--- config.mk ---
export PLATFORM = sky130hd
export DESIGN_NAME = pm_event_hub
export DESIGN_NICKNAME = d
export VERILOG_FILES = /design/src/rtl/pm_event_pkg.sv /design/src/rtl/pm_evt_capture.sv /design/src/rtl/pm_stat_reg.sv /design/src/rtl/pm_sci_qual.sv /design/src/rtl/pm_event_hub.sv
export SDC_FILE = /design/constraint.sdc
export NUM_CORES = 1
export LEC_CHECK = 0
export BUFFER_PORTS_ARGS = -buffer_cell sky130_fd_sc_hd__buf_2
export CORE_AREA = 2 2 54 56
export CTS_CLUSTER_DIAMETER = 200
export CTS_CLUSTER_SIZE = 25
export DETAILED_ROUTE_END_ITERATION = 8
export DIE_AREA = 0 0 56 58
export HOLD_SLACK_MARGIN = 0.08
export PLACE_DENSITY = 0.62
export SYNTH_ARGS = -nofsm -noshare
export SYNTH_HDL_FRONTEND = slang
export SYNTH_SLANG_ARGS = --single-unit
--- constraint.sdc ---
create_clock -name clk -period 1 [get_ports clk]
set_input_delay 0.15 -clock clk [delete_from_list [all_inputs] [get_ports clk]]
set_output_delay 0.15 -clock clk [all_outputs]
set_load 0.02 [all_outputs]
--- src/rtl/pm_event_pkg.sv ---
package pm_event_pkg;

    localparam int REG_W = 16;

    localparam int B_WAKE = 15;
    localparam int B_OVR  = 11;
    localparam int B_RTC  = 10;
    localparam int B_PB   = 8;
    localparam int B_GBL  = 5;

    localparam int C_SCIEN = 0;
    localparam int C_BREL  = 1;

    localparam logic [REG_W-1:0] STAT_IMPL   = (REG_W'(1) << B_WAKE) | (REG_W'(1) << B_OVR) |
                                               (REG_W'(1) << B_RTC)  | (REG_W'(1) << B_PB)  |
                                               (REG_W'(1) << B_GBL);
    localparam logic [REG_W-1:0] ALWAYS_MASK = (REG_W'(1) << B_WAKE) | (REG_W'(1) << B_OVR);
    localparam logic [REG_W-1:0] GATED_MASK  = (REG_W'(1) << B_RTC) | (REG_W'(1) << B_PB) |
                                               (REG_W'(1) << B_GBL);

    typedef enum logic [1:0] {
        PS_WORK    = 2'b00,
        PS_SLEEP   = 2'b01,
        PS_SOFTOFF = 2'b10,
        PS_RSVD    = 2'b11
    } pwr_state_e;

    typedef enum logic [1:0] {
        SEL_STAT = 2'd0,
        SEL_EVEN = 2'd1,
        SEL_CTRL = 2'd2,
        SEL_WKEN = 2'd3
    } reg_sel_e;

    typedef struct packed {
        logic pwrbtn;
        logic ovr;
        logic rtc;
        logic brel;
    } hw_evt_t;

    function automatic logic is_asleep(pwr_state_e s);
        return s != PS_WORK;
    endfunction

endpackage

--- src/rtl/pm_evt_capture.sv ---
module pm_evt_capture
    import pm_event_pkg::*;
#(
    parameter int NUM_WAKE = 4
) (
    input  pwr_state_e           state,
    input  hw_evt_t              evt,
    input  logic [NUM_WAKE-1:0]  wake_src,
    input  logic [NUM_WAKE-1:0]  wake_en,
    output logic [REG_W-1:0]     set_vec,
    output logic                 wake_hit
);
    logic [NUM_WAKE-1:0] src_q;
    logic                asleep;

    assign asleep = is_asleep(state);

    for (genvar i = 0; i < NUM_WAKE; i++) begin : g_src
        assign src_q[i] = wake_src[i] & wake_en[i];
    end

    always_comb begin
        wake_hit = asleep && (evt.pwrbtn || (|src_q));
        set_vec  = '0;
        set_vec[B_OVR]  = evt.ovr;
        set_vec[B_RTC]  = evt.rtc;
        set_vec[B_PB]   = evt.pwrbtn && !asleep;
        set_vec[B_GBL]  = evt.brel;
        set_vec[B_WAKE] = wake_hit;
    end
endmodule

--- src/rtl/pm_stat_reg.sv ---
module pm_stat_reg
    import pm_event_pkg::*;
(
    input  logic             clk,
    input  logic             rst,
    input  logic [REG_W-1:0] set_vec,
    input  logic [REG_W-1:0] clr_vec,
    output logic [REG_W-1:0] status
);
    logic [REG_W-1:0] status_q;

    always_ff @(posedge clk) begin
        if (rst) status_q <= '0;
        else     status_q <= ((status_q & ~clr_vec) | set_vec) & STAT_IMPL;
    end

    assign status = status_q;


    set_wins_chk: assert property (@(posedge clk) disable iff (rst)
        (|(set_vec & STAT_IMPL)) |=> ((status_q & $past(set_vec & STAT_IMPL)) == $past(set_vec & STAT_IMPL)));


    w1c_clears_chk: assert property (@(posedge clk) disable iff (rst)
        (|(clr_vec & ~set_vec)) |=> ((status_q & $past(clr_vec & ~set_vec)) == '0));


    rsvd_zero_chk: assert property (@(posedge clk) disable iff (rst)
        (status_q & ~STAT_IMPL) == '0);
endmodule

--- src/rtl/pm_sci_qual.sv ---
module pm_sci_qual
    import pm_event_pkg::*;
(
    input  logic             clk,
    input  logic             rst,
    input  logic [REG_W-1:0] status,
    input  logic [REG_W-1:0] evt_en,
    input  logic             sci_en,
    output logic             sci
);
    logic [REG_W-1:0] qual;

    always_comb begin
        qual = status & ALWAYS_MASK;
        if (sci_en) qual = qual | (status & evt_en & GATED_MASK);
    end

    assign sci = |qual;


    always_raise_chk: assert property (@(posedge clk) disable iff (rst)
        (|(status & ALWAYS_MASK)) |-> sci);


    idle_low_chk: assert property (@(posedge clk) disable iff (rst)
        (status == '0) |-> !sci);


    gated_off_chk: assert property (@(posedge clk) disable iff (rst)
        (!sci_en && ((status & ALWAYS_MASK) == '0)) |-> !sci);
endmodule

--- src/rtl/pm_event_hub.sv ---
module pm_event_hub
    import pm_event_pkg::*;
#(
    parameter int NUM_WAKE = 4
) (
    input  logic                clk,
    input  logic                rst,
    input  logic [1:0]          sys_state,
    input  logic                pwrbtn_evt,
    input  logic                ovr_evt,
    input  logic                rtc_evt,
    input  logic [NUM_WAKE-1:0] wake_src,
    input  logic [1:0]          reg_sel,
    input  logic                reg_wr,
    input  logic [15:0]         reg_wdata,
    output logic [15:0]         reg_rdata,
    output logic                sci,
    output logic                wake_req
);
    localparam int WK_W = NUM_WAKE;

    pwr_state_e       state;
    reg_sel_e         sel;
    hw_evt_t          evt;
    logic [REG_W-1:0] evt_en_q;
    logic             sci_en_q;
    logic [WK_W-1:0]  wken_q;
    logic [REG_W-1:0] set_vec;
    logic [REG_W-1:0] clr_vec;
    logic [REG_W-1:0] status;
    logic             wake_hit;
    logic             wake_q;

    assign state = pwr_state_e'(sys_state);
    assign sel   = reg_sel_e'(reg_sel);

    always_comb begin
        evt.pwrbtn = pwrbtn_evt;
        evt.ovr    = ovr_evt;
        evt.rtc    = rtc_evt;
        evt.brel   = reg_wr && (sel == SEL_CTRL) && reg_wdata[C_BREL];
        clr_vec    = (reg_wr && (sel == SEL_STAT)) ? reg_wdata : '0;
    end

    always_ff @(posedge clk) begin
        if (rst) begin
            evt_en_q <= '0;
            sci_en_q <= 1'b0;
            wken_q   <= '0;
            wake_q   <= 1'b0;
        end else begin
            wake_q <= wake_hit;
            if (reg_wr) begin
                case (sel)
                    SEL_EVEN: evt_en_q <= reg_wdata & GATED_MASK;
                    SEL_CTRL: sci_en_q <= reg_wdata[C_SCIEN];
                    SEL_WKEN: wken_q   <= reg_wdata[WK_W-1:0];
                    default:  ;
                endcase
            end
        end
    end

    pm_evt_capture #(.NUM_WAKE(NUM_WAKE)) u_capture (
        .state    (state),
        .evt      (evt),
        .wake_src (wake_src),
        .wake_en  (wken_q),
        .set_vec  (set_vec),
        .wake_hit (wake_hit)
    );

    pm_stat_reg u_stat (
        .clk     (clk),
        .rst     (rst),
        .set_vec (set_vec),
        .clr_vec (clr_vec),
        .status  (status)
    );

    pm_sci_qual u_sci (
        .clk    (clk),
        .rst    (rst),
        .status (status),
        .evt_en (evt_en_q),
        .sci_en (sci_en_q),
        .sci    (sci)
    );

    always_comb begin
        case (sel)
            SEL_STAT: reg_rdata = status;
            SEL_EVEN: reg_rdata = evt_en_q;
            SEL_CTRL: reg_rdata = REG_W'(sci_en_q);
            default:  reg_rdata = REG_W'(wken_q);
        endcase
    end

    assign wake_req = wake_q;


    pb_working_chk: assert property (@(posedge clk) disable iff (rst)
        (pwrbtn_evt && (sys_state == 2'b00)) |=> (status[B_PB] && !wake_req));


    pb_asleep_chk: assert property (@(posedge clk) disable iff (rst)
        (pwrbtn_evt && (sys_state != 2'b00)) |=> (status[B_WAKE] && wake_req));


    wake_origin_chk: assert property (@(posedge clk) disable iff (rst)
        $rose(wake_req) |-> ($past(sys_state) != 2'b00));


    brel_set_chk: assert property (@(posedge clk) disable iff (rst)
        (reg_wr && (reg_sel == 2'd2) && reg_wdata[1]) |=> status[B_GBL]);
endmodule

Word level (Yosys, flattened, before mapping)
Cells that the tools add are included.
{"block": "totals", "regBits": 14, "inputBits": 30, "elab_cells": 34}
{"block": "classes", "n_eq_ne": 3, "mux": 3, "bitwise_logic": 9, "n_reduce_logical": 14}
{"operator": "one-hot mux 16 bit (3 select lines)", "n": 1}
{"operator": "2-to-1 mux 16 bit", "n": 2}
{"operator": "AND 16 bit", "n": 1}
{"operator": "inverter 16 bit", "n": 1}
{"operator": "bitwise OR 16 x 11 -> 16 bit", "n": 1}
{"operator": "bitwise OR 16 bit", "n": 1}
{"operator": "OR reduction 16 bit", "n": 1}
{"operator": "AND 11 bit", "n": 1}
{"operator": "AND reduction 2 bit", "n": 3}
{"operator": "logical AND 1 bit", "n": 5}
{"operator": "AND 1 bit", "n": 4}
{"operator": "equality test 2 bit, second input constant", "n": 2}
{"operator": "OR reduction 4 bit", "n": 1}
{"operator": "equality test 2 x 1 -> 1 bit, second input constant", "n": 1}
{"operator": "logical NOT 2 bit", "n": 1}
{"operator": "nonzero test 2 bit", "n": 1}
{"operator": "logical NOT 1 bit", "n": 1}
{"operator": "logical OR 1 bit", "n": 1}

Logic depth before layout (Yosys ltp)
Gate-level depths: netlist of run 1.
{"block": "depth", "depth_word": 6, "ltp_mapped": 4, "depth_no_buf": 3}

Cells and area by module
From an unflattened synthesis of run 1, not the netlist that was laid out.
{"block": "unflattened", "cells_unflattened": 143, "hier_area_um2": 1183.6}
{"mod": "pm_event_hub", "n_inst": 1, "cells_per_inst": 86, "area_each_um2": 753.2}
{"mod": "pm_stat_reg", "n_inst": 1, "cells_per_inst": 32, "area_each_um2": 261.5}
{"mod": "pm_evt_capture", "n_inst": 1, "cells_per_inst": 21, "area_each_um2": 146.4}
{"mod": "pm_sci_qual", "n_inst": 1, "cells_per_inst": 4, "area_each_um2": 22.5}

Worst setup path after synthesis of run 1
No wires, ideal clock.
{"block": "synth_timing", "path_kind": "register to output", "startpoint": "register evt_en_q[10]", "endpoint": "output port sci", "arrival_time_ns": 0.895, "t_required_ns": 0.850, "slack_ns": -0.045, "stages_incl_launch_ff": 3, "n_path_buf": 0, "cell_sequence": "dfxtp_1 a222oi_1 o21ai_0"}
{"block": "synth_via", "elab_chain_len": 4}
{"element": "from (decl)", "line": "pm_event_hub.sv:25", "rtl": "logic [REG_W-1:0] evt_en_q;"}
{"element": "from (signal assigned)", "line": "pm_event_hub.sv:55", "rtl": "SEL_EVEN: evt_en_q <= reg_wdata & GATED_MASK;"}
{"element": "AND 11 bit", "line": "pm_sci_qual.sv:15", "rtl": "if (sci_en) qual = qual | (status & evt_en & GATED_MASK);"}
{"element": "bitwise OR 16 x 11 -> 16 bit", "line": "pm_sci_qual.sv:15"}
{"element": "2-to-1 mux 16 bit", "line": "pm_sci_qual.sv:15"}
{"element": "OR reduction 16 bit", "line": "pm_sci_qual.sv:18", "rtl": "assign sci = |qual;"}
{"element": "to (decl)", "line": "pm_event_hub.sv:17", "rtl": "output logic sci,"}
Every way passes these cells.

Final worst setup path of run 1
Ends and elaborated chain as after synthesis.

==> reports/results.ini, run 1 <==
[run_status]
outcome = finished, violations left
violated_checks = negative setup slack

[sta]
fin_crit_sh = 1.36
totalNegativeSetupSlack_ps = -1930
final_critical_path_setup_slack_ps = -363
rsz0062_at_grt = true
maxSlewViolCount = 0
final_period_minus_worst_setup_slack_ps = 1360
timing.final.setup_violations = 12
worst_hold_slack_ps = 89.8
max_freq_mhz = 734
post_route_clock_skew_ps = 0.249
final-hold-violation-count = 0

[cells_and_area]
final_area_mm2 = 0.00117
nNetsFinal = 165
syn_to_final_growth_pct = 60.4
diode_count = 0
fin_cells = 165
final_layout_size_suffix_gt1_frac = 0.545

[yosys]
main_combinational_cell_family_by_area_after_synthesis = simple AND/OR/NAND/NOR gates
post_synth_most_frequent_cells = sky130_fd_sc_hd__dfxtp_1 (14), sky130_fd_sc_hd__nor2_1 (13), sky130_fd_sc_hd__mux2i_1 (12)
synth_mux_area_frac = 0.165
syn_avg_cell_area_um2 = 9.01
postSynthRegisterBits = 14
cells_after_synth = 81
synth.area.top_cells = sky130_fd_sc_hd__dfxtp_1 (38%), sky130_fd_sc_hd__mux2i_1 (16%), sky130_fd_sc_hd__buf_4 (8.2%)
synth-seq-area-share = 0.384
most_instantiated_library_cell_after_synthesis = sky130_fd_sc_hd__dfxtp_1
synth.top_cell.area_share = 0.384
area_share_of_fa_ha_maj_cells_after_synthesis = 0
count_of_flip_flops_with_a_built_in_enable_after_synthesis = 0
synthArstFlopShare = 0
post_synth_and_or_nand_nor_area_fraction = 0.204
synth.lib_cells_used.distinct = 23
synth_compound_area_frac = 0.139
syn_std_cell_area_um2 = 729
synth_flop_cell = sky130_fd_sc_hd__dfxtp_1
yosysTopAreaCell = sky130_fd_sc_hd__dfxtp_1
synthXorXnorAreaFrac = 0
synthesis.yosys.warnings = 0

[cts]
cts_tree = done
clkTransAtPathRegs_ps = 80
cts.sink_count = 14
clk_root_buffer_cell = sky130_fd_sc_hd__clkbuf_4
htree_levels = 1
cts-buffers-inserted = 3
cts_max_path_buffers = 2
clock_insertion_delay_worst_skew_ps = 280

[global_route]
grt_overflow_total = 0
globalRouteTotalUtil = 0.122
grt_first_pass_wirelength_um = 3090
grt_start_max_net_pins = 13
first_global_vias = 757
antenna_found_initial = 0

[routing]
dr.pass1.iters = 4
detail_route.vias_per_cell = 4.55
routed-via-count = 750
drcViolationCount = 0
drt-total-wl_um = 1950
drt.antenna.violating_nets = 0
drt-initial-drc-count = 10
routedWlPerCell_um = 11.8

[worst_setup_path]
path_max_fanout = 2
crit_path_cells = a222oi_1 > o21ai_1 > buf_2
r2r-start = wken_q[0]$_SDFFE_PP0P_
crit_slowest_cell = sky130_fd_sc_hd__a222oi_1
timing.critical_path.required_ps = 850
cpPeakStageDelay_ps = 340
timing.setup.critical_path_class = flip-flop to output port
crit_buf_inv = 1
sort_of_element_at_the_end_of_the_critical_path = output port
cp_top_delay_family = compound AO/OA/AOI/OAI gates
timing.critical_path.arrival_ps = 1210
crit_path_start = evt_en_q[10]$_SDFFE_PP0P_
cp-start-kind = flip-flop

[job]
max_cap_viol_count = 0

[min_path]
worst_hold_path_type = primary input to flip-flop
min_from = ovr_evt

[die]
dieHeight_um = 58
num_rows = 19
floorplan.die.width_um = 56
floorplan.io_pins = 48
initial_core_utilization = 0.274
die_area_mm2 = 0.00325
design.core.area_mm2 = 0.00266

[placed_design]
postPlaceCellArea_um2 = 996
numPortBuffers = 33
routabilityCongestion = 0.716
placedCellCount = 154
post-dp-hpwl_um = 1430

[pwr]
total_power_w = 0.00131
power.ir.vdd_worst_v = 0.000496
power_per_cell_area_mw_per_mm2 = 1120
cellLeakagePower_nw = 0.605

==> kinds of logic (layout without fill, tap and decap cells) <==
group                  after synthesis  after routing
flip-flops                          14             14
buffers and inverters               12             59
other                                1              7
multiplexers                        12             12
AND/OR/NAND/NOR                     28             28
AO/OA/AOI/OAI                       14             14
==> final cells by class <==
class,count,area [µm²]
Multi-Input combinational cell,61,417
Timing Repair Buffer,53,378
Sequential cell,14,293
Tap cell,31,38.8
Fill cell,274,1490
Inverter,2,7.51
Clock buffer,4,36.3
==> through the flow <==
step / setup WS, ps / util
after floorplan: -30.7 / -
after global placement: -111 / 0.374
after detailed placement: -125 / 0.374
after CTS: -382 / 0.429
after global routing: -436 / 0.439
final: -363 / 0.439
==> sequential cells by signal, indices dropped and copies added (netlist names) <==
signal,flops
u_stat.status,5
evt_en_q,3
sci_en_q,1
wken_q,4
wake_req,1
==> power breakdown <==
group          internal, W  leakage (nW)  switching [W]  total (W)
Combinational     0.000151         0.465       0.000146   0.000297
Sequential        0.000590         0.119      0.0000184   0.000609
Clock             0.000221        0.0210       0.000183   0.000404
==> worst paths after layout <==
kind | endpoint | slack (ps) | cells after the start
max | sci | -360 | 3
min reg2reg | u_stat.status[15]$_SDFF_PP0_ | 490 | 1
max reg2reg | u_stat.status[15]$_SDFF_PP0_ | -200 | 3
min | u_stat.status[11]$_SDFF_PP0_ | 90 | 2
==> worst register-to-register path, delay by kind of cell (launching register included) <==
family | cells | cell delay [ps]
AOI/OAI and AO/OA | 3 | 760
DFF | 1 | 340
==> what timing repair did <==
action | CTS | global route
setup buffers | 4 | 2
hold buffers | 1 | 0
endpoints found under the setup margin | 11 | 12
pin swaps | 3 | 3
hold endpoints to repair | 1 | 0
gates resized for setup | 26 | 5
==> metal layers <==
| metal | global-route usage | share of wire | up-vias |
|---|---|---|---|
| li1 | - | - | 378 |
| met1 | 0.130 | 0.41 | 341 |
| met2 | 0.217 | 0.50 | 27 |
| met3 | 0.0335 | 0.066 | 4 |
| met4 | 0.0680 | 0.024 | 0 |
| met5 | 0 | 0 | - |
==> layout by cell type, fill, tap and decap left out, types with 4 or more instances in the layout <==
cell	n
sky130_fd_sc_hd__dfxtp_2	10
sky130_fd_sc_hd__mux2i_1	12
sky130_fd_sc_hd__conb_1	7
sky130_fd_sc_hd__buf_2	24
sky130_fd_sc_hd__buf_6	10
sky130_fd_sc_hd__nor2_1	13
sky130_fd_sc_hd__buf_4	18
sky130_fd_sc_hd__dfxtp_1	4
Power figures use the tool's default switching activity.
==> run 2: changes to the inputs <==
--- a/config.mk
+++ b/config.mk
@@ -13,6 +13,7 @@
 export DIE_AREA = 0 0 56 58
 export HOLD_SLACK_MARGIN = 0.08
 export PLACE_DENSITY = 0.62
+export SETUP_SLACK_MARGIN = 0.15
 export SYNTH_ARGS = -nofsm -noshare
 export SYNTH_HDL_FRONTEND = slang
 export SYNTH_SLANG_ARGS = --single-unit
==> run 2 against run 1 <==
Net effect:
- the flow still finishes with violations (negative setup slack)
- non-clock buffer count down 4
- utilization down 0.38 points
- clock skew about the same
- flip-flop and latch count unchanged
==> reports/results.ini, run 2 (same netlist as run 1, synthesis figures left out) <==
[routing]
drt.antenna.violating_nets = 0
drt-initial-drc-count = 16
drt-total-wl_um = 2080
routedWlPerCell_um = 13.0
drcViolationCount = 0
routed-via-count = 745
detail_route.vias_per_cell = 4.66
dr.pass1.iters = 4

[cts]
clk_root_buffer_cell = sky130_fd_sc_hd__clkbuf_4
cts-buffers-inserted = 3
cts.sink_count = 14
cts_max_path_buffers = 2
clock_insertion_delay_worst_skew_ps = 280
clkTransAtPathRegs_ps = 80
cts_tree = done
htree_levels = 1

[sta]
max_freq_mhz = 736
maxSlewViolCount = 0
fin_crit_sh = 1.36
post_route_clock_skew_ps = 0.195
timing.final.setup_violations = 11
final_period_minus_worst_setup_slack_ps = 1360
rsz0062_at_grt = true
final-hold-violation-count = 0
final_critical_path_setup_slack_ps = -359

[run_status]
violated_checks = negative setup slack
outcome = finished, violations left

[pwr]
cellLeakagePower_nw = 0.582
total_power_w = 0.00124
power_per_cell_area_mw_per_mm2 = 1070
power.ir.vdd_worst_v = 0.000866

[global_route]
antenna_found_initial = 0
first_global_vias = 758
globalRouteTotalUtil = 0.133
grt_start_max_net_pins = 12
grt_overflow_total = 0
grt_first_pass_wirelength_um = 3310

[cells_and_area]
layout.cells.most_common_list = sky130_fd_sc_hd__buf_2 (22), sky130_fd_sc_hd__buf_4 (16), sky130_fd_sc_hd__nor2_1 (13)
final_layout_size_suffix_gt1_frac = 0.558
layout.cells.most_common = sky130_fd_sc_hd__buf_2
final_area_mm2 = 0.00116
syn_to_final_growth_pct = 59.0
finished_core_util = 0.436
largest_reg_flops = 5
nNetsFinal = 161
diode_count = 0
fin_cells = 160

[die]
design.core.area_mm2 = 0.00266
die_area_mm2 = 0.00325
floorplan.io_pins = 48
num_rows = 19
floorplan.die.width_um = 56
dieHeight_um = 58
initial_core_utilization = 0.274

[worst_setup_path]
timing.critical_path.required_ps = 850
path_max_fanout = 3
sort_of_element_at_the_end_of_the_critical_path = output port
timing.setup.critical_path_class = flip-flop to output port
cp-start-kind = flip-flop
timing.critical_path.arrival_ps = 1210

[placed_design]
detailedPlace.worstSlack_ps = -137
placedCellCount = 154
post-dp-hpwl_um = 1580
routabilityCongestion = 0.701
numPortBuffers = 33
postPlaceCellArea_mm2 = 0.00100

[min_path]
worst_hold_path_type = primary input to flip-flop

[job]
max_cap_viol_count = 0

run 2: worst max-delay path, cell delays in order (launching register included):
cell,delay [ps]
sky130_fd_sc_hd__dfxtp_2,340
sky130_fd_sc_hd__a222oi_1,330
sky130_fd_sc_hd__o21ai_1,100
sky130_fd_sc_hd__buf_2,160
run 2: final cells by class:
| type | instances | area [µm²] |
|---|---|---|
| fill | 273 | 1500 |
| multi-input combinational | 61 | 443 |
| timing repair buffer | 49 | 353 |
| sequential | 14 | 295 |
| tap | 31 | 38.8 |
| clock buffer | 3 | 22.5 |
| inverter | 2 | 7.51 |
run 2: metrics by stage:
stage	hold WS (ps)	setup TNS (ps)
after floorplan	234	-30.7
after global placement	365	-576
after detailed placement	373	-824
after CTS	88.3	-1720
after global routing	89.5	-2220
final	86.5	-1660
run 2: repair_timing:
item,in CTS,in global routing
gates resized for setup,33,5
setup buffers,2,0
pin swaps,1,2
endpoints found under the hold margin,1,0
setup endpoints to repair,13,16
hold buffers,1,0
run 2: worst paths after layout:
| path | start | end | slack [ps] | cells past startpoint |
|---|---|---|---|---|
| worst max-delay path | u_stat.status[10]$_SDFF_PP0_ | sci | -360 | 3 |
| worst min-delay path | rtc_evt | u_stat.status[10]$_SDFF_PP0_ | 90 | 2 |
| worst max register to register | wken_q[0]$_SDFFE_PP0P_ | u_stat.status[15]$_SDFF_PP0_ | -160 | 3 |
| worst min register to register | u_stat.status[5]$_SDFF_PP0_ | u_stat.status[5]$_SDFF_PP0_ | 480 | 2 |
run 2: routing by layer:
| metal | track usage | vias up | wire length, µm |
|---|---|---|---|
| li1 | - | 368 | - |
| met1 | 0.161 | 345 | 937 |
| met2 | 0.213 | 28 | 973 |
| met3 | 0.0446 | 4 | 131 |
| met4 | 0.0612 | 0 | 40 |
| met5 | 0 | - | 0 |
run 2: report_power, final:
group	total (W)	switching (W)	internal [W]
Combinational	0.000301	0.000149	0.000152
Sequential	0.000612	0.0000212	0.000591
Clock	0.000325	0.000185	0.000140
Total	0.00124	0.000355	0.000883
